File: src/rtl/sad_pkg.sv
package sad_pkg;

  // Width of a sum of n values of w bits each, wide enough that it never overflows
  function automatic int sum_width(input int w, input int n);
    return w + $clog2(n);
  endfunction

  // Number of bits needed to count the steps of one job
  function automatic int step_width(input int cycles);
    return (cycles > 1) ? $clog2(cycles) : 1;
  endfunction

endpackage

File: src/rtl/sad_absdiff.sv
module sad_absdiff #(
  parameter int W = 8
) (
  input  logic [W-1:0] x,
  input  logic [W-1:0] y,
  output logic [W-1:0] d
);
  always_comb begin
    if (x >= y) d = x - y;
    else        d = y - x;
  end
endmodule

File: src/rtl/sad_lane_adder.sv
module sad_lane_adder #(
  parameter int W  = 8,
  parameter int N  = 4,
  parameter int OW = W + $clog2(N)
) (
  input  logic [N*W-1:0] vals,
  output logic [OW-1:0]  sum
);
  always_comb begin
    sum = '0;
    for (int i = 0; i < N; i++) begin
      sum = sum + OW'(vals[i*W +: W]);
    end
  end
endmodule

File: src/rtl/sad_seq.sv
module sad_seq
  import sad_pkg::*;
#(
  parameter int CYCLES = 4,
  localparam int STEP_W = step_width(CYCLES)
) (
  input  logic              clk,
  input  logic              rst,
  input  logic              start,
  output logic              accept,
  output logic              last,
  output logic              busy,
  output logic [STEP_W-1:0] step
);
  assign last   = busy && (step == STEP_W'(CYCLES - 1));
  assign accept = start && (!busy || last);

  always_ff @(posedge clk) begin
    if (rst) begin
      busy <= 1'b0;
      step <= '0;
    end else if (accept) begin
      busy <= 1'b1;
      step <= '0;
    end else if (last) begin
      busy <= 1'b0;
      step <= '0;
    end else if (busy) begin
      step <= step + STEP_W'(1);
    end
  end
endmodule

File: src/rtl/mat_sad.sv
module mat_sad
  import sad_pkg::*;
#(
  parameter int ELEM_W = 8,
  parameter int ELEMS  = 16,
  parameter int CYCLES = 4
) (
  input  logic                                clk,
  input  logic                                rst,
  input  logic                                start,
  input  logic [ELEMS*ELEM_W-1:0]             a_in,
  input  logic [ELEMS*ELEM_W-1:0]             b_in,
  output logic                                busy,
  output logic                                res_valid,
  output logic [ELEM_W+$clog2(ELEMS)-1:0]     result
);
  localparam int LANES  = ELEMS / CYCLES;
  localparam int VEC_W  = ELEMS * ELEM_W;
  localparam int RES_W  = sum_width(ELEM_W, ELEMS);
  localparam int LSUM_W = sum_width(ELEM_W, LANES);
  localparam int STEP_W = step_width(CYCLES);

  logic              accept;
  logic              last_step;
  logic [STEP_W-1:0] step;
  logic [VEC_W-1:0]  a_q, b_q;
  logic [LANES*ELEM_W-1:0] diff_vec;
  logic [LSUM_W-1:0] lane_sum;
  logic [RES_W-1:0]  acc;

  sad_seq #(.CYCLES(CYCLES)) u_seq (
    .clk    (clk),
    .rst    (rst),
    .start  (start),
    .accept (accept),
    .last   (last_step),
    .busy   (busy),
    .step   (step)
  );

  // Operand capture at the accepting edge
  always_ff @(posedge clk) begin
    if (rst) begin
      a_q <= '0;
      b_q <= '0;
    end else if (accept) begin
      a_q <= a_in;
      b_q <= b_in;
    end
  end

  // One difference unit per lane; lane j handles position step*LANES + j
  for (genvar j = 0; j < LANES; j++) begin : g_lane
    logic [ELEM_W-1:0] a_sel, b_sel, d;
    always_comb begin
      int pos;
      pos   = int'(step) * LANES + j;
      a_sel = a_q[pos*ELEM_W +: ELEM_W];
      b_sel = b_q[pos*ELEM_W +: ELEM_W];
    end
    sad_absdiff #(.W(ELEM_W)) u_abs (
      .x (a_sel),
      .y (b_sel),
      .d (d)
    );
    assign diff_vec[j*ELEM_W +: ELEM_W] = d;
  end

  sad_lane_adder #(.W(ELEM_W), .N(LANES), .OW(LSUM_W)) u_add (
    .vals (diff_vec),
    .sum  (lane_sum)
  );

  // Accumulation and registered result
  always_ff @(posedge clk) begin
    if (rst) begin
      acc       <= '0;
      result    <= '0;
      res_valid <= 1'b0;
    end else begin
      res_valid <= last_step;
      if (last_step) result <= acc + RES_W'(lane_sum);
      if (accept || last_step) acc <= '0;
      else if (busy)           acc <= acc + RES_W'(lane_sum);
    end
  end
endmodule

File: config.mk
export PLATFORM = sky130hd
export DESIGN_NAME = mat_sad
export DESIGN_NICKNAME = d
export VERILOG_FILES = /design/src/rtl/sad_pkg.sv /design/src/rtl/sad_absdiff.sv /design/src/rtl/sad_lane_adder.sv /design/src/rtl/sad_seq.sv /design/src/rtl/mat_sad.sv
export SDC_FILE = /design/constraint.sdc
export NUM_CORES = 1
export LEC_CHECK = 0
export BUFFER_PORTS_ARGS = -buffer_cell sky130_fd_sc_hd__buf_4
export CAP_MARGIN = 20
export CORE_ASPECT_RATIO = 0.7
export CORE_UTILIZATION = 35
export CTS_BUF_LIST = sky130_fd_sc_hd__clkbuf_8
export DETAILED_ROUTE_END_ITERATION = 10
export PLACE_DENSITY = 0.55
export SLEW_MARGIN = 20
export SYNTH_ARGS = -nofsm -noshare
export SYNTH_HDL_FRONTEND = slang
export SYNTH_SLANG_ARGS = --single-unit
File: constraint.sdc
create_clock -name clk -period 8.3 [get_ports clk]
set_input_delay 1.66 -clock clk [delete_from_list [all_inputs] [get_ports clk]]
set_output_delay 1.66 -clock clk [all_outputs]
set_load 0.02 [all_outputs]
After elaboration in Yosys (flattened, before gate mapping) --
Index checks and enable logic that the tools add are counted.
Word-level totals: output and inout bits 14, word-level logic and storage cells 50, input bits 259, flip-flop bits (word level) 284
Cells by class: reduce and logical (&&, ||, !) cells 8, eq/ne operators 1, muxes and demuxes 6, shift operators 8, add/sub/neg operators 16, $lt $le $gt $ge 4
Operators by type and width (count):
- 128-bit by 9-bit variable part select with 8-bit output | 6
- 128-bit by 8-bit variable part select with 8-bit output | 2
- 8-bit subtractor | 8
- 8-bit >= comparator | 4
- 8-bit 2-to-1 mux | 4
- 10-bit by 8-bit adder with 10-bit output | 2
- 12-bit by 10-bit adder with 12-bit output | 1
- 4-bit by 2-bit adder with 5-bit output, second input constant | 2
- 8-bit by 8-bit adder with 9-bit output | 1
- 4-bit by 1-bit adder with 5-bit output, second input constant | 1
- 3-bit OR reduction | 1
- 2-bit by 1-bit adder with 2-bit output, second input constant | 1
- 2-bit equality test, second input constant | 1
- 1-bit logical AND | 2
- 1-bit logical OR | 2
- 1-bit 2-to-1 mux | 2
- 2-bit nonzero test | 1
- 2-bit OR reduction | 1
- 1-bit zero test | 1

Depth between registers and ports, before layout --
Gate-level depths: netlist of run 1.
word-level depth 8, depth in mapped cells 33, depth with buffers taken out 31

Cells and area by module --
A second synthesis of run 1 with hierarchy kept.
Second synthesis, totals: cell total of the unflattened synthesis 1510, area total of the unflattened synthesis 15372.2 um^2
By module, submodules not included:
- mat_sad | area each 11816.3 um^2, times used 1, cells an instance 1066
- sad_absdiff (g_lane[2].u_abs ...) | area each 665.6 um^2, times used 2, cells an instance 86
- sad_absdiff (g_lane[0].u_abs ...) | area each 651.9 um^2, times used 2, cells an instance 81
- sad_lane_adder | area each 779.5 um^2, times used 1, cells an instance 96
- sad_seq | area each 141.4 um^2, times used 1, cells an instance 14

Least setup slack after synthesis of run 1 --
OpenSTA, ideal clock, no wires.
kind reg2reg, from register u_seq.step[0], to register result[11], required time 8214 ps, period minus slack after synthesis 6961 ps, path slack 1339 ps, cell stages (with the launch flop) 33, arrival time 6875 ps, cells stage by stage dfxtp_1 -> buf_2 -> buf_2 -> mux4_2 -> inv_1 -> ha_1 -> inv_1 -> fa_1 -> a21o_1 -> a2111oi_4 -> o21ai_4 -> mux2_2 -> ha_1 -> a21o_1 -> a21oi_1 -> xnor2_1 -> fa_1 -> inv_1 -> ha_1 -> nor2b_1 -> o21ai_0 -> a21boi_0 -> o21a_1 -> o21ai_0 -> nand2b_1 -> a21o_1 -> ha_1 -> inv_1 -> o22ai_1 -> a311oi_1 -> nor2b_1 -> xnor2_1 -> a211oi_1
Between the ends: cells in the longest elaborated chain, start to end 8
RTL lines:
- start, declared | line sad_seq.sv:13 | output logic [STEP_W-1:0] step
- start signal, assigned | line sad_seq.sv:29 | step <= step + STEP_W'(1);
- 4-bit by 1-bit adder with 5-bit output | line mat_sad.sv:57 | pos = int'(step) * LANES + j;
- 128-bit by 9-bit variable part select with 8-bit output (on tied branches) | line mat_sad.sv:59, mat_sad.sv:58
- 8-bit subtractor (tied with other cells) | line sad_absdiff.sv:10 | else d = y - x;
- 8-bit 2-to-1 mux | line sad_absdiff.sv:9 | if (x >= y) d = x - y;
- 8-bit by 8-bit adder with 9-bit output | line sad_lane_adder.sv:12 | sum = sum + OW'(vals[i*W +: W]);
- 10-bit by 8-bit adder with 10-bit output (2 in series) | line sad_lane_adder.sv:12
- 12-bit by 10-bit adder with 12-bit output | line mat_sad.sv:82 | if (last_step) result <= acc + RES_W'(lane_sum);
- end signal, assigned | line mat_sad.sv:82
- end, declared | line mat_sad.sv:15 | output logic [ELEM_W+$clog2(ELEMS)-1:0] result
Parallel ways exist; a longest one is shown, timed or not. A chain may end at the register's enable or synchronous reset.

Worst setup path in the final report of run 1 --
Ends and elaborated chain as after synthesis.

==> flow_summary.ini, run 1 <==
[synth]
async_reset_ff_share_pct = 0
synth_compound_area_share_pct = 15.9
synth_fp_nets = 2169
netlist-cell-type-count = 49
synth_top_family_by_area = simple AND/OR/NAND/NOR gates
synth_cells = 1803
synth-seq-cells = 284
synth-edff-count = 0
synthFlopType = dfxtp_1
synthAdderAreaFrac_pct = 9.80
synthMuxAreaShare_pct = 11.9
synth_warnings = 0
avgSynthCellArea_um2 = 8.38
synth_xor_xnor_area_share_pct = 2.61
netlist_area_mm2 = 0.0151
synth-simple-area-share_pct = 16.1
yosysSeqAreaShare_pct = 37.6

[drt]
vias = 13000
routed_wl_mm = 45.2
drc = 0
drtIter0Drc = 865
wl_per_cell_um = 17.3
firstDrtPassIters = 6
drtAntennaViolNets = 0
viasPerCell = 4.99

[global_route]
grt_max_degree = 223
track_usage_pct = 20.4
grt_pass1_wl_mm = 71.1
first_global_vias = 12900
antenna_found_initial = 0
overflow = 0

[placed_design]
gp_congestion = 0.862
portBuffers = 272
hpwl_mm = 33.1

[floorplan]
core_mm2 = 0.0425
ios = 273
fp-row-count = 63
die_w_um = 250
die_y_um = 176
fp.dieArea_mm2 = 0.0440
initial_core_util_pct = 35.6

[clock_network]
clkLatencyLatePin_ns = 0.58
postCtsHoldBufs = 0
cts_buffers = 48
clockBufferDepth = 3
cts_tree = done
h-tree-depth = 2
post_cts_resized = 0
cts-root-buf = clkbuf_8
clkTransAtPathRegs_ns = 0.06
postCtsSetupBuffers = 0
cts.sinks = 284

[setup_path]
crit_top_cell = ha_1
required_ns = 8.77
worstSetupPathType = reg2reg
worstPathArrival_ns = 7.94
reg2reg_slack_ns = 0.83
critPathBufInv = 3
start_kind = flip-flop
crit_path_top_delay_cell = dfxtp_4
cpPeakStageDelay_ns = 0.69
crit_path_end_kind = flip-flop
crit_fanout = 23
crit_family = compound AO/OA/AOI/OAI gates

[sta]
tns_ns = 0
relSlewSlack_pct = 15.1
skew_ns = 0.0338
finalCritPeriodShare_pct = 90.0
min_period_ns = 7.47
fmax_ghz = 0.134
tightest_slew_ns = 1.27
finalHoldViolCount = 0
rsz0062_at_grt = no
slew_viol_final = 0
setup_viol = 0

[final_layout]
syn2layout_area_growth_pct = 22.7
num-fill-cells = 4282
diodes = 0
num-nets-final = 2385
drive_gt1_share_pct = 21.5
utilization_pct = 43.6

[power]
peakVddDrop_v = 0.000399
p_leak_nw = 7.72
powerDensity_mw_per_mm2 = 354

[run]
cap_viol_max_count = 0

[worst_hold_path]
min_path_type = reg2reg

[outcome]
status = finished, final reports clean
==> worst paths after layout <==
| path | startpoint | endpoint | cells after the start |
|---|---|---|---|
| max | u_seq.step[0]$_SDFFE_PP0P_ | result[11]$_SDFFE_PP0P_ | 28 |
| min | b_q[127]$_SDFFE_PP0P_ | b_q[127]$_SDFFE_PP0P_ | 2 |
| min reg2reg | b_q[127]$_SDFFE_PP0P_ | b_q[127]$_SDFFE_PP0P_ | 2 |
| max reg2reg | u_seq.step[0]$_SDFFE_PP0P_ | result[11]$_SDFFE_PP0P_ | 28 |
==> sequential cells by signal, summed over array words and instances, names as in the netlist <==
| register | count |
|---|---|
| u_seq.step | 2 |
| acc | 12 |
| u_seq.busy | 1 |
| b_q | 128 |
| result | 12 |
| a_q | 128 |
| res_valid | 1 |
==> kinds of logic (layout without fill, tap and decap cells) <==
| kind of cell | count (synthesis) | count (layout) |
|---|---|---|
| buffers and inverters | 227 | 479 |
| xor gates and xnor gates | 45 | 45 |
| and+or+nand+nor | 621 | 621 |
| muxes | 99 | 99 |
| AOI/OAI and AO/OA | 420 | 420 |
| adders and majority gates | 107 | 107 |
| DFF | 284 | 284 |
==> where the power goes <==
part / total [mW] / switching (mW) / internal [mW]
clock: 1.33 / 0.575 / 0.752
sequential: 1.50 / 0.0561 / 1.45
combinational: 3.73 / 2.18 / 1.55
total: 6.56 / 2.81 / 3.75
==> layout by cell type, fill, tap and decap left out, drive strengths merged, types with 4 or more instances in the layout <==
| cell | synthesis | routed |
|---|---|---|
| nand3 | 7 | 7 |
| dfxtp | 284 | 284 |
| nor2b | 7 | 7 |
| a21oi | 311 | 311 |
| xnor2 | 35 | 35 |
| nand2 | 559 | 559 |
| mux2 | 11 | 11 |
| nand4 | 5 | 5 |
| a21o | 30 | 30 |
| a31oi | 8 | 8 |
| mux2i | 24 | 24 |
| ha | 88 | 88 |
| buf | 22 | 280 |
| a311oi | 5 | 5 |
| inv | 112 | 128 |
| nand2b | 5 | 5 |
| clkinv | 0 | 5 |
| a21boi | 6 | 6 |
| mux4 | 64 | 64 |
| o21ai | 29 | 29 |
| fa | 19 | 19 |
| o21bai | 8 | 8 |
| clkbuf | 93 | 62 |
| nor2 | 22 | 22 |
| xor2 | 10 | 10 |
| o31ai | 4 | 4 |
| o211ai | 4 | 4 |
| and2 | 6 | 6 |
==> worst reg2reg max path: cells and delay by family (launching register included) <==
family	cells	cell delay, ns
simple gates	4	0.59
xor+xnor	2	0.27
compound gates	12	2.53
buf+inv	3	0.44
flops	1	0.69
fa+ha+maj	5	1.94
mux	2	0.94
==> layout make-up <==
class | count | area (um2) | area share, %
Clock buffer | 61 | 840 | 4.53
Timing Repair Buffer | 281 | 2180 | 11.8
Inverter | 112 | 420 | 2.27
Clock inverter | 25 | 183 | 0.986
Sequential cell | 284 | 5690 | 30.7
Multi-Input combinational cell | 1292 | 8530 | 46.0
Tap cell | 552 | 691 | 3.73
==> stage by stage <==
| stage | hold WS [ns] | power, mW | setup WS (ns) | instances | area, um2 |
|---|---|---|---|---|---|
| 2_1_floorplan | 0.433 | 4.27 | 1.34 | 1803 | 15100 |
| 6_report | 0.453 | 6.56 | 0.829 | 2607 | 18500 |
| 3_3_place_gp | 0.439 | 5.19 | 0.966 | 2520 | 17500 |
| 3_5_place_dp | 0.446 | 5.25 | 0.865 | 2521 | 17500 |
| 5_1_grt | 0.467 | 7.08 | 0.237 | 2607 | 18500 |
| 4_1_cts | 0.453 | 6.60 | 0.837 | 2607 | 18500 |
==> layer usage <==
metal	GRT usage, %	routed length, um	up-vias
met1	31.5	23700	6141
met3	3.29	2120	56
met5	0	0	-
li1	-	-	6476
met4	4.22	722	0
met2	29.5	18600	342
==> cells in the mapped netlist, drive strengths merged (8+ instances only) <==
library cell  instances  area, um2
nand2               559       2100
a21oi               311       1570
dfxtp               284       5690
inv                 112        420
clkbuf               93        350
ha                   88       1100
mux4                 64       1440
xnor2                35        307
a21o                 30        226
o21ai                29        168
mux2i                24        240
buf                  22        135
nor2                 22       82.6
fa                   19        380
mux2                 11        124
xor2                 10       87.6
a31oi                 8       50.1
o21bai                8       60.1
Power figures use the tool's default switching activity.
==> inputs of run 2 (changes only) <==
--- a/config.mk
+++ b/config.mk
@@ -12,6 +12,7 @@
 export CTS_BUF_LIST = sky130_fd_sc_hd__clkbuf_8
 export DETAILED_ROUTE_END_ITERATION = 10
 export PLACE_DENSITY = 0.55
+export REMOVE_ABC_BUFFERS = 1
 export SLEW_MARGIN = 20
 export SYNTH_ARGS = -nofsm -noshare
 export SYNTH_HDL_FRONTEND = slang
==> run 2 against run 1 <==
Compared with the run above:
- global-route usage shrank 1.6 points
- register-to-register slack gained 0.03 ns
- critical path depth shrank 1
- sequential power is essentially flat
- hold slack lost 0.0023 ns
- critical path type unchanged
==> flow_summary.ini, run 2 (same netlist as run 1, synthesis figures left out) <==
[outcome]
status = finished, final reports clean

[power]
power_mw = 6.41
pwr-share-clk_pct = 19.1
p_comb_share_pct = 57.4
p_int_mw = 3.64
powerDensity_mw_per_mm2 = 348
peakVddDrop_v = 0.000553
p_leak_nw = 7.69
p_sw_mw = 2.77
p_sw_share_pct = 43.2
seqPwrFrac_pct = 23.4

[setup_path]
cpPeakStageDelay_ns = 0.69
crit_path_end_kind = flip-flop
required_ns = 8.79
worstSetupPathType = reg2reg
crit_path_top_delay_cell = dfxtp_4
worstPathArrival_ns = 7.93
crit_fanout = 24
start_kind = flip-flop

[clock_network]
postCtsSetupBuffers = 0
cts_buffers = 46
cts_tree = done
clkLatencyLatePin_ns = 0.58
clockBufferDepth = 3
clkTransAtPathRegs_ns = 0.06
h-tree-depth = 2
post_cts_resized = 0
cts.sinks = 284
cts-root-buf = clkbuf_8
postCtsHoldBufs = 0

[sta]
finalHoldViolCount = 0
min_period_ns = 7.44
relSlewSlack_pct = 33.7
rsz0062_at_grt = no
setup_viol = 0
fmax_ghz = 0.134
skew_ns = 0.0191
slew_viol_final = 0
worst_slack_ns = 0.858
tns_ns = 0
finalCritPeriodShare_pct = 89.7
tightest_slew_ns = 0.995
whs_ns = 0.450

[final_layout]
num-fill-cells = 4260
stdcell_count = 2607
drive_gt1_share_pct = 21.4
regArea_mm2 = 0.00569
syn2layout_area_growth_pct = 22.0
diodes = 0
layout_common_cells = 558 x nand2_1, 307 x a21oi_1, 282 x dfxtp_1, 282 x buf_4, 131 x inv_1
utilization_pct = 43.4
layout_commonest_cell = nand2_1
stdcell_area_mm2 = 0.0184
multiInputGateArea_mm2 = 0.00853
num-nets-final = 2388
top_regs = a_q x128, b_q x128

[placed_design]
portBuffers = 272
gp_congestion = 0.871
dp_cells = 2525
hpwl_mm = 30.6
pre_cts_ws_ns = 0.914
placed_cell_area_mm2 = 0.0175

[global_route]
first_global_vias = 12600
grt_max_degree = 193
track_usage_pct = 18.8
overflow = 0
antenna_found_initial = 0
grt_pass1_wl_mm = 66.9

[floorplan]
ios = 273
fp-row-count = 63
die_w_um = 250
initial_core_util_pct = 35.6
fp.dieArea_mm2 = 0.0440
core_mm2 = 0.0425
die_y_um = 176

[drt]
drtAntennaViolNets = 0
vias = 13000
routed_wl_mm = 42.0
firstDrtPassIters = 5
viasPerCell = 4.97
drtIter0Drc = 701
drc = 0
wl_per_cell_um = 16.1

[worst_hold_path]
min_path_type = reg2reg

[run]
cap_viol_max_count = 0
-- run 2: cell count changes in the layout (fill, tap and decap cells not counted), sizes merged --
cell      previous run  this run
clkbuf              62        55
clkinv               5         2
inv                128       132
clkinvlp             1         3
bufinv               3         2
buf                280       285
-- run 2: area by class of cell --
| class | count | area share (%) |
|---|---|---|
| Timing Repair Buffer | 286 | 11.9 |
| Clock buffer | 54 | 4.03 |
| Clock inverter | 27 | 0.936 |
| Inverter | 112 | 2.28 |
| Multi-Input combinational cell | 1292 | 46.3 |
| Sequential cell | 284 | 30.9 |
| Tap cell | 552 | 3.75 |
-- run 2: worst max-delay path: cells and delay by family, from the launching register on --
family | cells | cell delay [ns]
xor gates and xnor gates | 3 | 0.57
DFF | 1 | 0.69
buffers and inverters | 2 | 0.29
adders and majority gates | 5 | 1.95
and+or+nand+nor | 2 | 0.42
AOI/OAI and AO/OA | 13 | 2.47
muxes | 2 | 0.92
-- run 2: path summary, 6_finish.rpt --
kind	from	end	slack, ns	cells past startpoint
max	u_seq.step[0]$_SDFFE_PP0P_	result[11]$_SDFFE_PP0P_	0.86	27
min	b_q[67]$_SDFFE_PP0P_	b_q[67]$_SDFFE_PP0P_	0.45	2
max reg2reg	u_seq.step[0]$_SDFFE_PP0P_	result[11]$_SDFFE_PP0P_	0.86	27
min reg2reg	b_q[67]$_SDFFE_PP0P_	b_q[67]$_SDFFE_PP0P_	0.45	2
-- run 2: power by group through the flow --
stage | Sequential (mW) | Clock, mW | Combinational, mW
global route | 1.51 | 1.33 | 4.04
CTS | 1.50 | 1.27 | 3.64
detailed placement | 1.53 | 0 | 3.61
finish | 1.50 | 1.23 | 3.68
floorplan | 1.52 | 0 | 2.73
global placement | 1.53 | 0 | 3.55
-- run 2: per-layer routing --
layer  routed length, um  share of wire, %  vias up  track usage (%)
met3                2120               5.0       58             3.08
met2               17700                42      314             27.8
met5                   0                 0        -                0
met1               21500                51     6114             28.4
li1                    -                 -     6472                -
met4                 643               1.5        0             4.40
